`src/rtl/fsig_pkg.sv`:
```
package fsig_pkg;

  localparam int PEND_W   = 4;
  localparam int FLY_BIT  = 6;
  localparam int STAT_W   = 8;

  function automatic logic [STAT_W-1:0] pack_status(
    input logic              fly,
    input logic [PEND_W-1:0] pend
  );
    logic [STAT_W-1:0] s;
    s          = '0;
    s[FLY_BIT] = fly;
    s[PEND_W-1:0] = pend;
    return s;
  endfunction

endpackage

```
`src/rtl/fsig_line_track.sv`:
```
module fsig_line_track #(
  parameter int SPACING = 52,
  parameter int COUNT   = 6,
  parameter int FIRST   = 2,
  parameter int FLY     = 8,
  localparam int LINES  = SPACING * COUNT,
  localparam int LW     = $clog2(LINES),
  localparam int PW     = $clog2(SPACING)
) (
  input  logic          clk,
  input  logic          rst_n,
  input  logic          line_stb,
  input  logic          frame_stb,
  output logic          fire,
  output logic          flyback,
  output logic [LW-1:0] line_idx
);

  localparam logic [LW-1:0] LAST_LINE = LW'(LINES - 1);
  localparam logic [LW-1:0] FLY_END   = LW'(FLY);
  localparam logic [PW-1:0] PH_LAST   = PW'(SPACING - 1);
  localparam logic [PW-1:0] PH_START  = PW'((SPACING - FIRST) % SPACING);

  logic [LW-1:0] line_q, line_d;
  logic [PW-1:0] ph_q, ph_d;
  logic          adv_en;

  // next-state
  always_comb begin
    line_d = line_q;
    ph_d   = ph_q;
    fire   = 1'b0;
    adv_en = frame_stb | line_stb;
    if (frame_stb) begin
      line_d = '0;
      ph_d   = PH_START;
    end else if (line_stb) begin
      line_d = (line_q == LAST_LINE) ? '0 : line_q + 1'b1;
      ph_d   = (ph_q == PH_LAST) ? '0 : ph_q + 1'b1;
      fire   = (ph_q == PH_LAST);
    end
  end

  // registers
  always_ff @(posedge clk or negedge rst_n) begin
    if (!rst_n) begin
      line_q <= '0;
      ph_q   <= PH_START;
    end else if (adv_en) begin
      line_q <= line_d;
      ph_q   <= ph_d;
    end
  end

  assign flyback  = (line_q < FLY_END);
  assign line_idx = line_q;

endmodule

```
`src/rtl/fsig_pend_cnt.sv`:
```
module fsig_pend_cnt #(
  parameter int CW = 4
) (
  input  logic          clk,
  input  logic          rst_n,
  input  logic          inc,
  input  logic          clr,
  output logic [CW-1:0] count,
  output logic          req
);

  localparam logic [CW-1:0] CMAX = {CW{1'b1}};

  logic [CW-1:0] cnt_q, cnt_d, base;
  logic          cnt_en;

  // next-state: clear first, then add the new event
  always_comb begin
    cnt_en = inc | clr;
    base   = clr ? '0 : cnt_q;
    cnt_d  = base;
    if (inc && (base != CMAX)) cnt_d = base + 1'b1;
  end

  always_ff @(posedge clk or negedge rst_n) begin
    if (!rst_n)      cnt_q <= '0;
    else if (cnt_en) cnt_q <= cnt_d;
  end

  assign count = cnt_q;
  assign req   = |cnt_q;

endmodule

```
`src/rtl/frame_irq_gen.sv`:
```
module frame_irq_gen
  import fsig_pkg::*;
#(
  parameter int SPACING = 52,
  parameter int COUNT   = 6,
  parameter int FIRST   = 2,
  parameter int FLY     = 8,
  localparam int LW     = $clog2(SPACING * COUNT)
) (
  input  logic              clk,
  input  logic              rst_n,
  input  logic              line_stb_i,
  input  logic              frame_stb_i,
  input  logic              stat_rd_i,
  output logic              irq_o,
  output logic [STAT_W-1:0] status_o
);

  logic              fire;
  logic              flyback;
  logic [LW-1:0]     line_idx;
  logic [PEND_W-1:0] pend;

  fsig_line_track #(
    .SPACING (SPACING),
    .COUNT   (COUNT),
    .FIRST   (FIRST),
    .FLY     (FLY)
  ) u_track (
    .clk       (clk),
    .rst_n     (rst_n),
    .line_stb  (line_stb_i),
    .frame_stb (frame_stb_i),
    .fire      (fire),
    .flyback   (flyback),
    .line_idx  (line_idx)
  );

  fsig_pend_cnt #(
    .CW (PEND_W)
  ) u_pend (
    .clk   (clk),
    .rst_n (rst_n),
    .inc   (fire),
    .clr   (stat_rd_i),
    .count (pend),
    .req   (irq_o)
  );

  assign status_o = pack_status(flyback, pend);

endmodule

```
`config.mk`:
```
export PLATFORM = sky130hd
export DESIGN_NAME = frame_irq_gen
export DESIGN_NICKNAME = d
export VERILOG_FILES = /design/src/rtl/fsig_pkg.sv /design/src/rtl/fsig_line_track.sv /design/src/rtl/fsig_pend_cnt.sv /design/src/rtl/frame_irq_gen.sv
export SDC_FILE = /design/constraint.sdc
export NUM_CORES = 1
export LEC_CHECK = 0
export BUFFER_PORTS_ARGS = -buffer_cell sky130_fd_sc_hd__buf_2
export CAP_MARGIN = 15
export CORE_MARGIN = 4
export CORE_UTILIZATION = 25
export CTS_CLUSTER_SIZE = 24
export DETAILED_ROUTE_END_ITERATION = 6
export MAX_ROUTING_LAYER = met4
export PLACE_DENSITY = 0.44
export SLEW_MARGIN = 25
export SYNTH_ARGS = -nofsm -noshare
export SYNTH_HDL_FRONTEND = slang
export SYNTH_HIERARCHICAL = 1
export SYNTH_SLANG_ARGS = --single-unit
```
`constraint.sdc`:
```
create_clock -name clk -period 5.4 [get_ports clk]
set_clock_uncertainty 0.2 [all_clocks]
set_input_delay 0.54 -clock clk [delete_from_list [all_inputs] [get_ports clk]]
set_output_delay 0.54 -clock clk [all_outputs]
set_load 0.005 [all_outputs]
```
==> metrics.cfg <==
[outcome]
status=complete, no violations

[pwr]
ir_worst_vdd_mv=0.0720
p_leak_nw=0.510
seq_power_share_pct=55.1
combPwrFrac_pct=10.0
pwr-share-clk_pct=34.9
powerDensity_nw_per_um2=236
p_int_mw=0.212
switching_share_pct=24.0
p_sw_mw=0.0670

[die]
initial_core_util_pct=26.1
ios=14
dieArea_um2=5340
die-width_um=73.1
fp.dieH_um=73.1
core_um2=4060
rows=23

[finish]
nNetsFinal=127
fin_area_um2=1180
antenna_cells=0
n_fill_cell=420
multiInputGateArea_um2=528
area_growth_pct=11.5
ff_latch_area_um2=479
drive_gt1_share_pct=21.2

[setup_path]
arrival_ps=1410
start_kind=flip-flop
regToRegStartpoint=u_track/ph_q[1]
crit_type=reg -> out
r2r_end=u_pend/count[1]
ff2ff_path_depth=5
rrSetupSlack_ps=3290
cp.required_ps=4660
end_kind=output pin
critPathMaxFanout=4

[clock_tree]
cts_hold_buf=0
htreeDepth=1
clk_pin_slew_ps=70
cts_made_buffers=3
cts_post_setup_buffers_inserted=0
insertion_delay_ps=250
cts_tree=built
clock_sinks=19
cts_resized=0
root_buffer=clkbuf_8
max-clock-path-buffers=2

[timing]
min_period_ps=2150
finalHoldViolations=0
fmaxAchievable_ghz=0.466
rsz0062_at_grt=no
slew_headroom_pct=61.2
worst_slew_pin_slew_ps=575
fin_tns_setup_ps=0
fin_crit_sh_pct=39.8
setup_slack_ps=3250
maxSlewViolCount=0
finalSetupViolCount=0

[placed_design]
dp_hpwl_mm=1.55
pre_cts_ws_ps=3330
place_area_um2=1130
portBuffers=10
gp_congestion=0.807

[grt]
grt_overflow_total=0
grt_use_total_pct=8.93
grt_pass1_wl_mm=3.73
antenna_found_initial=0
grt_start_max_net_pins=20
grt_pass1_vias=833

[synth]
synthCells=109
avgSynthCellArea_um2=9.71
ys_ff_latch=19
synthArstFlopShare_pct=100
seq_area_frac_synth_pct=45.3
ys.flop_type=dfrtp_1
synth_area_um2=1060
synth_edf_count=0
synth_cell_types=39
yosysWarningCount=6

[route]
wire_per_inst_um=12.3
wl_met3_um=37
wl_met2_um=947
vias_per_cell=4.73
remaining_drc_errors=0
vias=794
drt_pass1_iterations=4
ant_nets=0
drt_iter0_markers=35
drt_wl_total_mm=2.07
wl_met1_mm=1.06
top_layer=met4

[run]
maxCapViolCount=0

[min_path]
hold_path_class=in -> async

## Yosys cell counts (3+ instances only)
cell type / instances / area, um^2
nor2_1: 8 / 30.0
nand3_1: 5 / 25.0
xnor2_1: 3 / 26.3
nand2_1: 11 / 41.3
nor3_1: 5 / 25.0
inv_1: 4 / 15.0
ha_1: 3 / 37.5
o21ai_0: 4 / 20.0
nand4_1: 4 / 25.0
dfrtp_1: 16 / 400
xor2_1: 3 / 26.3
buf_4: 4 / 30.0
a21oi_1: 7 / 35.0
dfstp_2: 3 / 78.8
## worst max-delay path by stage
stage | startpoint | endpoint | slack, ps
4_1_cts | u_track/line_idx[6] | status_o[6] | 3240
3_5_place_dp | u_track/ph_q[1] | u_pend/count[1] | 3330
6_report | u_track/line_idx[6] | status_o[6] | 3250
2_1_floorplan | u_track/ph_q[1] | u_pend/count[1] | 3500
5_1_grt | u_track/ph_q[1] | u_pend/count[3] | 3130
3_3_place_gp | u_track/ph_q[1] | u_pend/count[1] | 3380
## logic make-up after synthesis
family,count (synthesis),synth area share (%)
AND/OR/NAND/NOR,46,23.6
AO/OA/AOI/OAI,20,13.2
flip-flops,19,45.3
buffers and inverters,11,5.55
XOR/XNOR,6,4.97
adder cells (fa/ha/maj),3,3.55
multiplexers,3,3.43
other,1,0.354
## power groups by stage
| stage | clock (mW) | combinational [mW] | sequential, mW |
|---|---|---|---|
| global placement | 0 | 0.0280 | 0.156 |
| global route | 0.108 | 0.0325 | 0.154 |
| detailed placement | 0 | 0.0282 | 0.156 |
| floorplan | 0 | 0.0213 | 0.154 |
| CTS | 0.104 | 0.0284 | 0.153 |
| finish | 0.0973 | 0.0279 | 0.154 |
## state kept, by name (all words and copies together), names as in the netlist
signal and count:
u_track/ph_q 6, u_track/line_idx 9, u_pend/count 4
## cells in the final DEF, fill, tap and decap left out, types with 2 or more instances in the layout
master / synthesis / routed
a21oi_1: 7 / 7
and2b_2: 2 / 2
buf_2: 2 / 10
clkbuf_8: 0 / 3
conb_1: 1 / 3
dfrtp_1: 16 / 16
dfstp_2: 3 / 3
ha_1: 3 / 3
inv_1: 4 / 4
nand2_1: 11 / 11
nand3_1: 5 / 5
nand3b_1: 2 / 2
nand4_1: 4 / 4
nor2_1: 8 / 8
nor3_1: 5 / 5
o21ai_0: 4 / 4
or3_1: 2 / 2
xnor2_1: 3 / 3
xor2_1: 3 / 3
## layer usage
metal	vias to the layer above	global-route usage [%]
met4	0	4.71
li1	399	-
met3	2	0.964
met2	7	12.6
met5	-	-
met1	386	12.4
## layout make-up
type | count | share of cell area [%]
clock buffer | 4 | 3.82
inverter | 4 | 1.27
multi-input combinational | 81 | 44.8
sequential | 19 | 40.6
tap | 50 | 5.30
timing repair buffer | 10 | 4.24
## metrics by stage
stage,power [mW],std cells,hold slack (ps),utilization (%)
after floorplan,0.176,111,44.4,-
after global placement,0.184,164,323,28.0
after detailed placement,0.184,164,320,28.0
after CTS,0.286,168,40.3,29.1
after global routing,0.295,168,63.9,29.1
final,0.279,168,28.4,29.1
## worst max-delay path, stage by stage (launching register included)
cell	delay, ps
dfrtp_1	410
or3_4	420
nor4_1	170
buf_2	160
Note: power is estimated with default switching activity, not from simulation.
